### src/rtl/altpix_pkg.sv
package altpix_pkg;
  // Registered per-sample flags driven to the output ports
  typedef struct packed {
    logic stb;
    logic valid;
    logic odd;
  } smp_flags_t;
endpackage

### src/rtl/altpix_rst_sync.sv
module altpix_rst_sync #(
  parameter int STAGES = 2
) (
  input  logic clk,
  input  logic rst_n,
  output logic rst_sn
);
  generate
    if (STAGES <= 1) begin : g_one
      logic q;
      always_ff @(posedge clk or negedge rst_n) begin
        if (!rst_n) q <= 1'b0;
        else        q <= 1'b1;
      end
      assign rst_sn = q;
    end else begin : g_chain
      logic [STAGES-1:0] sh;
      always_ff @(posedge clk or negedge rst_n) begin
        if (!rst_n) sh <= '0;
        else        sh <= {sh[STAGES-2:0], 1'b1};
      end
      assign rst_sn = sh[STAGES-1];
    end
  endgenerate
endmodule

### src/rtl/altpix_parity.sv
module altpix_parity (
  input  logic clk,
  input  logic rst_sn,
  input  logic pix_en,
  input  logic line_start,
  output logic cur_odd
);
  logic nxt_odd_q, nxt_odd_d, nxt_en;

  // Pixel 1 of a line is odd; parity alternates per enabled pixel
  assign cur_odd = line_start | nxt_odd_q;

  always_comb begin
    nxt_en    = pix_en | line_start;
    nxt_odd_d = pix_en ? ~cur_odd : 1'b1;
  end

  always_ff @(posedge clk or negedge rst_sn) begin
    if (!rst_sn)     nxt_odd_q <= 1'b1;
    else if (nxt_en) nxt_odd_q <= nxt_odd_d;
  end
endmodule

### src/rtl/altpix_phase.sv
module altpix_phase (
  input  logic clk,
  input  logic rst_sn,
  input  logic vsync,
  input  logic vblank,
  input  logic alt_en,
  input  logic inv_in,
  output logic phase_odd,
  output logic flip
);
  logic vs_q, armed_q, pend_q, auto_q, inv_q;
  logic armed_d, pend_d, auto_d, inv_d;
  logic vs_rise, tog;

  assign vs_rise = vsync & ~vs_q;

  always_comb begin
    tog     = alt_en & armed_q & vblank & (vs_rise | pend_q);
    armed_d = armed_q | vblank;
    auto_d  = auto_q ^ tog;
    inv_d   = vblank ? (inv_in & alt_en) : inv_q;
    if (!alt_en || tog)               pend_d = 1'b0;
    else if (armed_q && vs_rise)      pend_d = 1'b1;
    else                              pend_d = pend_q;
  end

  // Phase is odd when the auto flips and manual invert cancel out
  assign phase_odd = ~(auto_q ^ inv_q);
  assign flip      = (auto_d ^ inv_d) != (auto_q ^ inv_q);

  always_ff @(posedge clk or negedge rst_sn) begin
    if (!rst_sn) begin
      vs_q    <= 1'b0;
      armed_q <= 1'b0;
      pend_q  <= 1'b0;
      auto_q  <= 1'b0;
      inv_q   <= 1'b0;
    end else begin
      vs_q    <= vsync;
      armed_q <= armed_d;
      pend_q  <= pend_d;
      auto_q  <= auto_d;
      inv_q   <= inv_d;
    end
  end
endmodule

### src/rtl/altpix_settle.sv
module altpix_settle #(
  parameter int SW = 3
) (
  input  logic          clk,
  input  logic          rst_sn,
  input  logic          flip,
  input  logic          stb,
  input  logic [SW-1:0] settle_len,
  output logic          settled
);
  logic [SW-1:0] cnt_q, cnt_d;
  logic          cnt_en;

  assign settled = (cnt_q == '0);

  always_comb begin
    cnt_en = flip | (stb & ~settled);
    cnt_d  = flip ? settle_len : (cnt_q - 1'b1);
  end

  always_ff @(posedge clk or negedge rst_sn) begin
    if (!rst_sn)     cnt_q <= '0;
    else if (cnt_en) cnt_q <= cnt_d;
  end
endmodule

### src/rtl/altpix_phase_ctrl.sv
module altpix_phase_ctrl
  import altpix_pkg::*;
#(
  parameter int DW          = 8,
  parameter int SW          = 3,
  parameter int SYNC_STAGES = 2
) (
  input  logic          clk,
  input  logic          rst_n,
  input  logic          pix_en,
  input  logic [DW-1:0] pix_data,
  input  logic          line_start,
  input  logic          vsync,
  input  logic          vblank,
  input  logic          alt_en,
  input  logic          inv_in,
  input  logic [SW-1:0] settle_len,
  output logic          smp_stb,
  output logic [DW-1:0] smp_data,
  output logic          smp_valid,
  output logic          smp_phase_odd
);
  logic rst_sn;
  logic cur_odd;
  logic phase_odd_q;
  logic flip;
  logic take;
  logic settled;

  altpix_rst_sync #(.STAGES(SYNC_STAGES)) u_rst (
    .clk    (clk),
    .rst_n  (rst_n),
    .rst_sn (rst_sn)
  );

  altpix_parity u_par (
    .clk        (clk),
    .rst_sn     (rst_sn),
    .pix_en     (pix_en),
    .line_start (line_start),
    .cur_odd    (cur_odd)
  );

  altpix_phase u_ph (
    .clk       (clk),
    .rst_sn    (rst_sn),
    .vsync     (vsync),
    .vblank    (vblank),
    .alt_en    (alt_en),
    .inv_in    (inv_in),
    .phase_odd (phase_odd_q),
    .flip      (flip)
  );

  assign take = pix_en & (~alt_en | (cur_odd == phase_odd_q));

  altpix_settle #(.SW(SW)) u_st (
    .clk        (clk),
    .rst_sn     (rst_sn),
    .flip       (flip),
    .stb        (take),
    .settle_len (settle_len),
    .settled    (settled)
  );

  smp_flags_t    flg_d, flg_q;
  logic [DW-1:0] data_q;

  always_comb begin
    flg_d.stb   = take;
    flg_d.valid = take & settled;
    flg_d.odd   = take ? phase_odd_q : flg_q.odd;
  end

  always_ff @(posedge clk or negedge rst_sn) begin
    if (!rst_sn) flg_q <= '{stb: 1'b0, valid: 1'b0, odd: 1'b1};
    else         flg_q <= flg_d;
  end

  always_ff @(posedge clk or negedge rst_sn) begin
    if (!rst_sn)   data_q <= '0;
    else if (take) data_q <= pix_data;
  end

  assign smp_stb       = flg_q.stb;
  assign smp_valid     = flg_q.valid;
  assign smp_phase_odd = flg_q.odd;
  assign smp_data      = data_q;
endmodule

### config.mk
export PLATFORM = sky130hd
export DESIGN_NAME = altpix_phase_ctrl
export DESIGN_NICKNAME = d
export VERILOG_FILES = /design/src/rtl/altpix_pkg.sv /design/src/rtl/altpix_rst_sync.sv /design/src/rtl/altpix_parity.sv /design/src/rtl/altpix_phase.sv /design/src/rtl/altpix_settle.sv /design/src/rtl/altpix_phase_ctrl.sv
export SDC_FILE = /design/constraint.sdc
export NUM_CORES = 1
export LEC_CHECK = 0
export CAP_MARGIN = 0
export CORE_MARGIN = 4
export CORE_UTILIZATION = 48
export DETAILED_ROUTE_END_ITERATION = 8
export PLACE_DENSITY_LB_ADDON = 0.25
export SYNTH_ARGS = -nofsm -noshare
export SYNTH_HDL_FRONTEND = slang
export SYNTH_SLANG_ARGS = --single-unit
### constraint.sdc
create_clock -name clk -period 1.5 [get_ports clk]
set_input_delay 0.15 -clock clk [delete_from_list [all_inputs] [get_ports clk]]
set_output_delay 0.15 -clock clk [all_outputs]
set_load 0.03 [all_outputs]
==> results <==
## sequential cells by signal, summed over array words and instances (netlist names)
name,flops
u_st.cnt_q,3
smp_phase_odd,1
u_rst.g_chain.sh,2
smp_stb,1
u_par.nxt_odd_q,1
smp_valid,1
u_ph.armed_q,1
u_ph.pend_q,1
u_ph.auto_q,1
u_ph.inv_q,1
u_ph.vs_q,1
smp_data,8
## per-stage QoR
step / std cells / setup slack, ns / cell area (sq um) / hold slack [ns] / setup TNS [ns]
finish: 143 / -0.176 / 1450 / 0.187 / -1.67
global route: 143 / -0.275 / 1450 / 0.232 / -2.63
CTS: 142 / -0.171 / 1430 / 0.204 / -1.62
detailed placement: 136 / -0.408 / 1370 / 0.190 / -5.10
global placement: 136 / -0.375 / 1370 / 0.197 / -4.78
floorplan: 71 / -0.102 / 975 / -0.146 / -0.819
## critical path, delay by kind of cell (launching register included)
kind / cells / cell delay [ns]
xor gates and xnor gates: 2 / 0.39
buffers and inverters: 1 / 0.16
DFF: 1 / 0.43
muxes: 2 / 0.57
and+or+nand+nor: 1 / 0.04
## power by group
group / leakage [uW] / internal, uW / total, uW / switching (uW)
sequential: 0.000257 / 761 / 853 / 91.7
combinational: 0.000441 / 527 / 982 / 454
clock: 0.0000210 / 148 / 314 / 166
total: 0.000720 / 1440 / 2150 / 712
## cell type report
cell class	count	area share
sequential	22	0.381
multi-input combinational	45	0.286
timing repair buffer	43	0.275
clock buffer	4	0.0250
tap	25	0.0216
inverter	4	0.0104
## how the worst max path moves through the flow
stage                                            from                   endpoint  slack, ns  depth (start not counted)
after CTS                 u_par.nxt_odd_q$_DFFE_PN1P_  u_st.cnt_q[2]$_DFFE_PN0P_      -0.17                          6
after global routing             u_ph.inv_q$_DFF_PN0_  u_st.cnt_q[2]$_DFFE_PN0P_      -0.27                          6
after detailed placement                       alt_en    smp_data[6]$_DFFE_PN0P_      -0.41                          5
after global placement                         alt_en    smp_data[1]$_DFFE_PN0P_      -0.37                          5
after floorplan           u_par.nxt_odd_q$_DFFE_PN1P_    smp_data[0]$_DFFE_PN0P_      -0.10                          5
final                            u_ph.inv_q$_DFF_PN0_  u_st.cnt_q[2]$_DFFE_PN0P_      -0.18                          6
## cell usage in the layout (no fill, tap or decap), types with 2 or more instances in the layout
| cell | instances |
|---|---|
| dlymetal6s2s_1 | 4 |
| clkdlybuf4s50_1 | 18 |
| dfrtp_1 | 20 |
| inv_1 | 4 |
| xor2_1 | 2 |
| mux2_2 | 3 |
| xnor2_1 | 4 |
| o21ai_0 | 2 |
| dlygate4sd2_1 | 7 |
| ha_1 | 2 |
| dfstp_2 | 2 |
| nor2_1 | 4 |
| clkbuf_4 | 3 |
| buf_4 | 13 |
| mux2_4 | 9 |
| nand2_1 | 5 |
## layer usage
metal	global-route usage	up-vias	routed length, um
met2	0.279	21	1080
met3	0.0451	6	98
met4	0.0638	0	46
met1	0.177	311	774
li1	-	325	-
met5	0	-	0
## kinds of logic after synthesis
group | after synthesis | share of synthesized area
other cells | 1 | 0.00387
flops | 22 | 0.570
xor+xnor | 7 | 0.0632
simple gates | 16 | 0.0852
compound gates | 4 | 0.0245
fa+ha+maj | 2 | 0.0258
buf+inv | 5 | 0.0361
mux | 14 | 0.191
## what timing repair did
action	in CTS	in global routing
gates resized for setup	11	4
hold endpoints to repair	2	0
cloned	1	0
hold buffers	1	0
pin swaps	0	1
setup endpoints to repair	20	17
buffers inserted	0	1
==> impl_metrics.csv <==
group,metric,value,unit
status,outcome,"finished with violations",
status,violations,"setup timing",
cells_and_area,final_layout_size_suffix_gt1_frac,0.314,
setup_path,worstPathMaxFanout,3,
die,pin_count,30,
cells_and_area,syn2layout_area_growth,49.5,%
setup_path,cp.arrival,1.87,ns
sta,finalMaxSlewViolations,0,
placement,dpl.hpwl,1460,um
route,dr.pass1.iters,4,
setup_path,critical-path-slowest-cell,"dfrtp_1",
clock_tree,clock_insertion_delay_worst_skew,0.30,ns
synth,biggest_area_contributors_in_the_synthesized_netlist,"dfrtp_1 (52%), mux2_4 (12%), dfstp_2 (5.4%), mux2_2 (4.6%), xnor2_1 (4.5%)",
global_routing,first_global_vias,654,
setup_path,worst-endpoint-required,1.70,ns
synth,count_of_flip_flops_with_a_built_in_enable_after_synthesis,0,
global_routing,grt_util_all_layers,0.158,
synth,synth_fp_nets,92,
global_routing,antenna_found_initial,0,
synth,synthMostInstantiatedCell,"dfrtp_1",
setup_path,worst_setup_path_start_kind,"flip-flop",
synth,syn_avg_cell_area,13.7,sq um
placement,port_buffers,29,
sta,max_clock_freq,597,MHz
setup_path,rr_startpoint,"u_ph.inv_q$_DFF_PN0_",
route,dr.first_iter.drc_count,7,
global_routing,grt_pass1_wl,3060,um
route,vias_per_cell,4.64,
power,static-leakage-power,0.000720,uW
setup_path,critical_path.reg2reg.endpoint,"u_st.cnt_q[2]$_DFFE_PN0P_",
cells_and_area,fin_util,0.797,
route,drt_drc_violations_left,0,
die,start_util,0.533,
synth,synth-async-reset-ratio,1.00,
synth,synth_top_flop_cell,"dfrtp_1",
cells_and_area,num-nets-final,140,
power,p_per_area,1480,mW/mm^2
synth,synth-seq-area-share,0.570,
cells_and_area,final.fill_count,122,
route,vias,663,
sta,fin_skew,0.00191,ns
route,ant_nets,0,
clock_tree,cts_tree,"built",
clock_tree,clock_tree.root_cell,"clkbuf_4",
run,max_cap_viol_count,0,
route,post_drt_wl_per_cell,14.0,um
sta,report.final.setup_viol,12,
clock_tree,clock_sink_count,22,
cells_and_area,final-seq-area,553,sq um
synth,number_of_synthesized_register_bits,22,
synth,synthesis.yosys.warnings,0,
clock_tree,htree_levels,1,
synth,netlist.top_cell.by_area,"dfrtp_1",
sta,grt_setup_unrepaired,"yes",
die,die_width,52.9,um
sta,worst_slack,-0.176,ns
setup_path,crit_path_cell_trace,"xnor2_2 > mux2i_2 > buf_4 > nor3b_2 > xor2_1 > mux2_4",
setup_path,r2r_slack,-0.18,ns
power,ir_drop,1.28,mV
global_routing,grt_remaining_overflow,0,
setup_path,worstRegToRegCells,6,
clock_tree,cts_buffer_depth,2,
sta,hold_violations,0,
setup_path,capturing_element_type_of_the_critical_path,"flip-flop",
setup_path,cpPeakStageDelay,0.43,ns
synth,syn-instance-count,71,
cells_and_area,antenna_cells,0,
die,floorplan.die_area,0.00280,sq mm
die,rows,15,
min_path,holdCritPathClass,"reg -> async",
clock_tree,cts_inserted_buffers,3,
route,routed_wl,2000,um
cells_and_area,multiInputGateArea,415,sq um
sta,period_minus_slack,1.68,ns
sta,finalCritPeriodShare,1.12,
synth,synth_cell_types,23,
die,placeableCoreArea,0.00182,sq mm
synth,synth_top_cell_area_share,0.516,
setup_path,critPathKind,"reg -> reg",
die,fp.dieH,52.9,um
synth,yosys-top-cells-count,"dfrtp_1 (20), mux2_4 (8), nand2_1 (5), xnor2_1 (5)",
synth,netlist_area,970,sq um
global_routing,grt_start_max_net_pins,13,
clock_tree,clkTransAtPathRegs,0.11,ns
power,design_power_total,2150,uW
placement,routabilityCongestion,0.742,
No activity file was read; power rests on OpenSTA's default activity.
